==> src/rtl/nco_align_pkg.sv <==
// Shared types for the NCO phase alignment controller.
package nco_align_pkg;

    // Trigger source selection. The encoding is visible to software.
    typedef enum logic [1:0] {
        ALN_OFF  = 2'b00,
        ALN_SREF = 2'b01,
        ALN_DKEY = 2'b10,
        ALN_RSVD = 2'b11
    } aln_mode_e;

    // Sticky alignment result flags.
    typedef struct packed {
        logic match;
        logic pass;
        logic fail;
    } aln_stat_t;

endpackage

==> src/rtl/nco_align_sref_src.sv <==
// Timing-reference trigger source.
// Purpose: produces a one-cycle event from either the rising edge of an external
// reference or an internal free-running tick, gated by the LMFC arming in one-shot mode.
// Assumes: sysref_i is already synchronous to clk; TICK_PERIOD >= 2.
module nco_align_sref_src #(
    parameter int TICK_PERIOD = 8
) (
    input  logic clk,
    input  logic rst_n,
    input  logic sysref_i,
    input  logic ext_en_i,
    input  logic oneshot_i,
    input  logic lmfc_arm_set_i,
    input  logic consume_i,
    output logic evt_o
);
    localparam int CW = (TICK_PERIOD > 2) ? $clog2(TICK_PERIOD) : 1;
    localparam logic [CW-1:0] TICK_LAST = CW'(TICK_PERIOD - 1);

    logic          sysref_q;
    logic [CW-1:0] tick_cnt;
    logic          lmfc_armed_q;
    logic          raw_evt;

    // Keeps the previous reference level for edge detection.
    always_ff @(posedge clk) begin
        if (!rst_n) sysref_q <= 1'b0;
        else        sysref_q <= sysref_i;
    end

    // Free-running counter that models the internal processing clock edge.
    always_ff @(posedge clk) begin
        if (!rst_n)                 tick_cnt <= '0;
        else if (tick_cnt == TICK_LAST) tick_cnt <= '0;
        else                        tick_cnt <= tick_cnt + 1'b1;
    end

    // Sticky LMFC arming, used up by a timing-reference alignment.
    always_ff @(posedge clk) begin
        if (!rst_n)              lmfc_armed_q <= 1'b0;
        else if (lmfc_arm_set_i) lmfc_armed_q <= 1'b1;
        else if (consume_i)      lmfc_armed_q <= 1'b0;
    end

    // Selects the raw event and applies the one-shot gating.
    always_comb begin
        raw_evt = ext_en_i ? (sysref_i & ~sysref_q) : (tick_cnt == TICK_LAST);
        evt_o   = raw_evt & (~oneshot_i | lmfc_armed_q);
    end

    p_lmfc_consumed_r6: assert property (@(posedge clk) disable iff (!rst_n)
        (consume_i && !lmfc_arm_set_i) |=> !lmfc_armed_q)
        else $error("LMFC arming survived its use");

    p_oneshot_gate_r6: assert property (@(posedge clk) disable iff (!rst_n)
        (oneshot_i && !lmfc_armed_q) |-> !evt_o)
        else $error("one-shot event without LMFC arming");

endmodule

==> src/rtl/nco_align_key_det.sv <==
// Data-pattern detector.
// Purpose: flags the cycle in which every lane's sample equals that lane's key.
// Assumes: samples and keys are stable around the clock edge; purely combinational.
module nco_align_key_det #(
    parameter int DATA_W = 16,
    parameter int NLANE  = 2
) (
    input  logic [NLANE*DATA_W-1:0] key_i,
    input  logic [NLANE*DATA_W-1:0] smp_i,
    output logic                    hit_o
);
    logic [NLANE-1:0] lane_hit;

    for (genvar l = 0; l < NLANE; l++) begin : g_lane
        // Per-lane equality compare.
        assign lane_hit[l] = (smp_i[l*DATA_W +: DATA_W] == key_i[l*DATA_W +: DATA_W]);
    end

    assign hit_o = &lane_hit;

endmodule

==> src/rtl/nco_align_ctrl.sv <==
// Alignment sequencer.
// Purpose: holds the arm bit, decides between firing and failing on an event,
// issues the registered phase-reset pulse and keeps the sticky result flags.
// Assumes: events are already qualified single-cycle strobes.
module nco_align_ctrl
    import nco_align_pkg::*;
(
    input  logic      clk,
    input  logic      rst_n,
    input  aln_mode_e mode_i,
    input  logic      arm_set_i,
    input  logic      sref_evt_i,
    input  logic      key_hit_i,
    output logic      sref_fire_o,
    output logic      trip_o,
    output logic      phase_rst_o,
    output aln_stat_t stat_o
);
    logic      arm_q;
    logic      fire;
    logic      fail;
    logic      dkey_fire;
    aln_stat_t stat_q;
    aln_stat_t stat_d;

    // Decides what the current event means for the armed state.
    always_comb begin
        fire      = 1'b0;
        fail      = 1'b0;
        dkey_fire = 1'b0;
        if (arm_q) begin
            unique case (mode_i)
                ALN_SREF: fire = sref_evt_i;
                ALN_DKEY: begin
                    fire      = key_hit_i;
                    dkey_fire = key_hit_i;
                end
                default:  fail = sref_evt_i | key_hit_i;
            endcase
        end
        sref_fire_o = fire & (mode_i == ALN_SREF);
        trip_o      = fire | fail;
    end

    // Self-clearing arm bit.
    always_ff @(posedge clk) begin
        if (!rst_n) arm_q <= 1'b0;
        else        arm_q <= arm_set_i | (arm_q & ~trip_o);
    end

    // Registered single-cycle phase-reset pulse.
    always_ff @(posedge clk) begin
        if (!rst_n) phase_rst_o <= 1'b0;
        else        phase_rst_o <= fire;
    end

    // Next value of the sticky flags: cleared by arming, then set by a trip.
    always_comb begin
        stat_d = arm_set_i ? '0 : stat_q;
        if (dkey_fire) stat_d.match = 1'b1;
        if (fire)      stat_d.pass  = 1'b1;
        if (fail)      stat_d.fail  = 1'b1;
    end

    // Sticky flag register.
    always_ff @(posedge clk) begin
        if (!rst_n) stat_q <= '0;
        else        stat_q <= stat_d;
    end

    assign stat_o = stat_q;

    p_pulse_needs_arm_r2: assert property (@(posedge clk) disable iff (!rst_n)
        phase_rst_o |-> $past(arm_q))
        else $error("phase reset without arming");

    p_arm_drops_r2: assert property (@(posedge clk) disable iff (!rst_n)
        (phase_rst_o && !$past(arm_set_i)) |-> !arm_q)
        else $error("arm survived a pulse");

    p_pass_fail_excl_r10: assert property (@(posedge clk) disable iff (!rst_n)
        !(stat_q.pass && stat_q.fail))
        else $error("pass and fail both set");

    p_match_only_dkey_r8: assert property (@(posedge clk) disable iff (!rst_n)
        $rose(stat_q.match) |-> ($past(mode_i) == ALN_DKEY))
        else $error("match outside data-pattern mode");

    p_fail_no_pulse_r9: assert property (@(posedge clk) disable iff (!rst_n)
        $rose(stat_q.fail) |-> !phase_rst_o)
        else $error("pulse issued on a failed alignment");

endmodule

==> src/rtl/nco_align_irq.sv <==
// Alignment interrupt.
// Purpose: sticky trip status, masked onto the interrupt line and cleared on request.
// Assumes: trip_i is a single-cycle strobe; a trip outranks a simultaneous clear.
module nco_align_irq (
    input  logic clk,
    input  logic rst_n,
    input  logic trip_i,
    input  logic en_i,
    input  logic clr_i,
    output logic irq_o
);
    logic stat_q;

    // Trip-status register.
    always_ff @(posedge clk) begin
        if (!rst_n)      stat_q <= 1'b0;
        else if (trip_i) stat_q <= 1'b1;
        else if (clr_i)  stat_q <= 1'b0;
    end

    assign irq_o = stat_q & en_i;

    p_irq_cause_r11: assert property (@(posedge clk) disable iff (!rst_n)
        (!$past(stat_q) && stat_q) |-> $past(trip_i))
        else $error("interrupt status set without a trip");

    p_irq_clear_r11: assert property (@(posedge clk) disable iff (!rst_n)
        ($past(clr_i) && !$past(trip_i)) |-> !stat_q)
        else $error("interrupt status not cleared");

endmodule

==> src/rtl/nco_phase_align.sv <==
// NCO phase alignment controller, top level.
// Purpose: arms and triggers a one-cycle NCO phase reset from a timing reference
// or a data pattern, and reports sticky results plus an interrupt.
// Assumes: all inputs are synchronous to clk; configuration is static while armed.
module nco_phase_align
    import nco_align_pkg::*;
#(
    parameter int DATA_W      = 16,
    parameter int TICK_PERIOD = 8
) (
    input  logic              clk,
    input  logic              rst_n,
    input  logic [1:0]        align_mode,
    input  logic              align_arm_set,
    input  logic              lmfc_arm_set,
    input  logic              oneshot_sync,
    input  logic              ext_sysref_en,
    input  logic              sysref_in,
    input  logic [DATA_W-1:0] key_i,
    input  logic [DATA_W-1:0] key_q,
    input  logic [DATA_W-1:0] smp_i,
    input  logic [DATA_W-1:0] smp_q,
    input  logic              irq_en,
    input  logic              irq_clr,
    output logic              phase_rst,
    output logic              st_match,
    output logic              st_pass,
    output logic              st_fail,
    output logic              irq
);
    localparam int NLANE = 2;

    logic      sref_evt;
    logic      key_hit;
    logic      sref_fire;
    logic      trip;
    aln_stat_t stat;

    nco_align_sref_src #(.TICK_PERIOD(TICK_PERIOD)) u_sref (
        .clk            (clk),
        .rst_n          (rst_n),
        .sysref_i       (sysref_in),
        .ext_en_i       (ext_sysref_en),
        .oneshot_i      (oneshot_sync),
        .lmfc_arm_set_i (lmfc_arm_set),
        .consume_i      (sref_fire),
        .evt_o          (sref_evt)
    );

    nco_align_key_det #(.DATA_W(DATA_W), .NLANE(NLANE)) u_key (
        .key_i (({key_q, key_i})),
        .smp_i (({smp_q, smp_i})),
        .hit_o (key_hit)
    );

    nco_align_ctrl u_ctrl (
        .clk         (clk),
        .rst_n       (rst_n),
        .mode_i      (aln_mode_e'(align_mode)),
        .arm_set_i   (align_arm_set),
        .sref_evt_i  (sref_evt),
        .key_hit_i   (key_hit),
        .sref_fire_o (sref_fire),
        .trip_o      (trip),
        .phase_rst_o (phase_rst),
        .stat_o      (stat)
    );

    nco_align_irq u_irq (
        .clk    (clk),
        .rst_n  (rst_n),
        .trip_i (trip),
        .en_i   (irq_en),
        .clr_i  (irq_clr),
        .irq_o  (irq)
    );

    assign st_match = stat.match;
    assign st_pass  = stat.pass;
    assign st_fail  = stat.fail;

endmodule

==> config.mk <==
export PLATFORM = sky130hd
export DESIGN_NAME = nco_phase_align
export DESIGN_NICKNAME = d
export VERILOG_FILES = /design/src/rtl/nco_align_pkg.sv /design/src/rtl/nco_align_sref_src.sv /design/src/rtl/nco_align_key_det.sv /design/src/rtl/nco_align_ctrl.sv /design/src/rtl/nco_align_irq.sv /design/src/rtl/nco_phase_align.sv
export SDC_FILE = /design/constraint.sdc
export NUM_CORES = 1
export LEC_CHECK = 0
export BUFFER_PORTS_ARGS = -buffer_cell sky130_fd_sc_hd__buf_2
export CAP_MARGIN = 30
export CORE_ASPECT_RATIO = 1.75
export CORE_UTILIZATION = 36
export DETAILED_ROUTE_END_ITERATION = 16
export GPL_TIMING_DRIVEN = 0
export HOLD_SLACK_MARGIN = 0.12
export PLACE_DENSITY = 0.75
export SKIP_CTS_REPAIR_TIMING = 1
export SYNTH_ARGS = -nofsm -noshare
export SYNTH_HDL_FRONTEND = slang
export SYNTH_SLANG_ARGS = --single-unit
==> constraint.sdc <==
create_clock -name clk -period 2.1 [get_ports clk]
set_input_delay 0.105 -clock clk [delete_from_list [all_inputs] [get_ports clk]]
set_output_delay 0.105 -clock clk [all_outputs]
set_load 0.01 [all_outputs]
==> impl_metrics.yaml <==
placed_design:
  place_congestion: 0.772
  dp_hpwl_mm: 1.99
  port_buffers: 79
  dp.cells: 197
finish:
  drive_gt1_share_pct: 47.8
  final_net_count: 260
  final_cells: 204
  n_antenna_cell: 0
  syn_to_final_growth_pct: 57.0
  fillers: 185
worst_setup_path:
  arrival_ns: 1.93
  worstSetupPathType: "flop to flop"
  startpoint: "u_sref.tick_cnt[0]$_SDFF_PP0_"
  cp-start-kind: "flop"
  reg2reg_depth: 8
  max_stage_delay_ns: 0.42
  required_ns: 2.25
  critPathTopFamily: "compound AO/OA/AOI/OAI gates"
  r2r_setup_slack_ns: 0.32
  path_buf_inv: 1
  path_cells: "ha_1 -> ha_1 -> inv_1 -> o21ai_0 -> o21ai_0 -> or3_1 -> o31ai_4 -> a31oi_1"
  critPathMaxFanout: 4
  r2r_end: "u_sref.lmfc_armed_q$_SDFFE_PN0P_"
  crit_path_end_kind: "flop"
  r2r-start: "u_sref.tick_cnt[0]$_SDFF_PP0_"
  slowest_stage: "or3_1"
routing:
  num_vias: 980
  antenna_left: 0
  drcViolationCount: 0
  wl_per_cell_um: 10.7
  first_pass_iters: 4
  drt-initial-drc-count: 11
  wirelength_mm: 2.19
  routed_via_density: 4.80
die:
  dieArea_mm2: 0.00255
  row_count: 22
  core_mm2: 0.00215
  die_h_um: 66.1
  io_pins: 80
  die_w_um: 38.6
  floorplan.initialDensity_pct: 39.4
timing:
  fin_skew_ns: 0.00465
  fin_crit_ns: 1.78
  maxSlewViolCount: 0
  fmax_mhz: 563
  finalSetupTns_ns: 0
  tightestPinTransition_ns: 0.356
  finalHoldViolations: 0
  slew_headroom_pct: 76.2
  rsz0062_at_grt: "no"
  setup_viol: 0
  timing.final.crit_share_pct: 84.6
synthesis:
  ys_ff_latch: 11
  ys_types: 25
  synth_seq_area_share_pct: 26.0
  yosysTopAreaCellShare_pct: 33.1
  synth_fp_nets: 173
  yosys_warnings: 0
  synth_area_um2: 846
  yosys-top-cells-area: "xnor2_1, dfxtp_1, ha_1, nand4_1, and2_1"
  synth_cells: 94
  syn_area_per_cell_um2: 9.00
  synth_top_cell_by_area: "xnor2_1"
hold_path:
  holdPathEnd: "u_ctrl.arm_q$_SDFF_PN0_"
  hp-start: "align_arm_set"
  holdPathStages: 3
  hp-class: "primary input to flop"
clocking:
  cts-root-buf: "clkbuf_4"
  h-tree-depth: 1
  path_clk_slew_ns: 0.07
  cts_made_buffers: 3
  clock-sinks: 11
  clk_latency_ns: 0.28
  cts_tree: "yes"
  cts_max_path_buffers: 2
pwr:
  p_sw_share_pct: 26.5
  power_w: 0.000546
  p_sw_w: 0.000145
  clkPwrFrac_pct: 26.3
  combPwrFrac_pct: 32.7
  ir_worst_vdd_uv: 196
  powerDensity_mw_per_mm2: 411
  p_seq_share_pct: 41.0
  p_leak_nw: 0.629
  p_int_w: 0.000401
global_routing:
  grt_usage_pct: 18.0
  antenna_found_initial: 0
  grt_max_degree: 11
  grt_pass1_vias: 916
  grt_pass1_wl_mm: 3.25
  grt-ovfl-total: 0
outcome:
  outcome: "finished, final reports clean"
flow_run:
  maxCapViolCount: 0
-- how the worst max path moves through the flow --
stage / slack (ns) / depth (start not counted) / to
2_1_floorplan: 0.51 / 8 / u_sref.lmfc_armed_q$_SDFFE_PN0P_
3_3_place_gp: 0.39 / 8 / u_sref.lmfc_armed_q$_SDFFE_PN0P_
3_5_place_dp: 0.31 / 8 / u_sref.lmfc_armed_q$_SDFFE_PN0P_
4_1_cts: 0.30 / 8 / u_sref.lmfc_armed_q$_SDFFE_PN0P_
5_1_grt: 0.16 / 8 / u_sref.lmfc_armed_q$_SDFFE_PN0P_
6_report: 0.32 / 8 / u_sref.lmfc_armed_q$_SDFFE_PN0P_
-- routing by layer --
metal / global-route usage, % / wire [µm] / vias to the layer above
met5: 0 / 0 / -
met4: 9.05 / 39 / 0
met3: 3.37 / 236 / 6
met2: 39.8 / 1290 / 62
met1: 11.1 / 627 / 415
li1: - / - / 497
-- final cells by class --
cell class	count	area, µm²	area share (%)
Multi-Input combinational cell	76	599	45.1
Inverter	6	22.5	1.70
Buffer	1	3.75	0.283
Clock buffer	4	26.3	1.98
Tap cell	24	30.0	2.26
Timing Repair Buffer	82	425	32.0
Sequential cell	11	220	16.6
-- synthesized netlist by cell type --
library cell / n
a31oi_1: 1
a21oi_1: 1
ha_1: 4
or3_1: 1
nand2_2: 1
o31a_1: 1
o21ai_0: 3
dfxtp_1: 11
clkbuf_1: 1
nor3b_1: 1
nand3_1: 1
and2_1: 4
o31ai_1: 1
nor4_2: 2
xnor2_1: 32
o22ai_1: 1
and3_1: 2
nand4_1: 8
nor2b_1: 3
nand3b_1: 1
inv_1: 6
o31ai_4: 1
nor3_1: 1
nand2_1: 4
o21a_1: 2
-- cells by family after synthesis --
group	synth area share [%]
adder cells (fa/ha/maj)	5.92
buffers and inverters	3.11
XOR/XNOR	33.1
AND/OR/NAND/NOR	21.7
AO/OA/AOI/OAI	10.1
flip-flops	26.0
-- layout by cell type, fill, tap and decap left out, drive strengths merged --
cell type / synthesis / final
xnor2: 32 / 32
nor3b: 1 / 1
or3: 1 / 1
a21oi: 1 / 1
dlygate4sd3: 0 / 3
o22ai: 1 / 1
dfxtp: 11 / 11
o21ai: 3 / 3
buf: 0 / 79
o31ai: 2 / 2
ha: 4 / 4
and3: 2 / 2
nand2: 5 / 5
inv: 6 / 6
clkbuf: 1 / 5
and2: 4 / 4
o31a: 1 / 1
nor2b: 3 / 3
nand4: 8 / 8
nand3b: 1 / 1
nand3: 1 / 1
nor4: 2 / 2
o21a: 2 / 2
a31oi: 1 / 1
nor3: 1 / 1
-- power by group through the flow --
stage          registers [W]  clock network, W  logic [W]
4_1_cts             0.000224          0.000148   0.000177
6_report            0.000224          0.000144   0.000178
3_5_place_dp        0.000229                 0   0.000177
2_1_floorplan       0.000227                 0  0.0000826
5_1_grt             0.000225          0.000153   0.000196
3_3_place_gp        0.000228                 0   0.000169
-- metrics by stage --
stage / util, % / area [µm²] / hold WS [ns] / setup slack, ns
after CTS: 60.4 / 1300 / 0.0411 / 0.296
after floorplan: - / 846 / 0.213 / 0.514
after global routing: 61.8 / 1330 / 0.135 / 0.161
after detailed placement: 59.2 / 1270 / 0.324 / 0.312
final: 61.8 / 1330 / 0.101 / 0.323
after global placement: 59.2 / 1270 / 0.322 / 0.388
-- registers in the layout, summed over array words and instances, names as in the netlist --
| name | count |
|---|---|
| u_ctrl.arm_q | 1 |
| u_ctrl.phase_rst_o | 1 |
| u_sref.lmfc_armed_q | 1 |
| u_sref.sysref_q | 1 |
| u_sref.tick_cnt | 3 |
| u_irq.stat_q | 1 |
| u_ctrl.stat_o | 3 |
-- tightest hold or removal path, stage by stage --
cell and delay, ns:
buf_2 0.12, nand2_1 0.05, o31ai_1 0.07
Power figures use the tool's default switching activity.
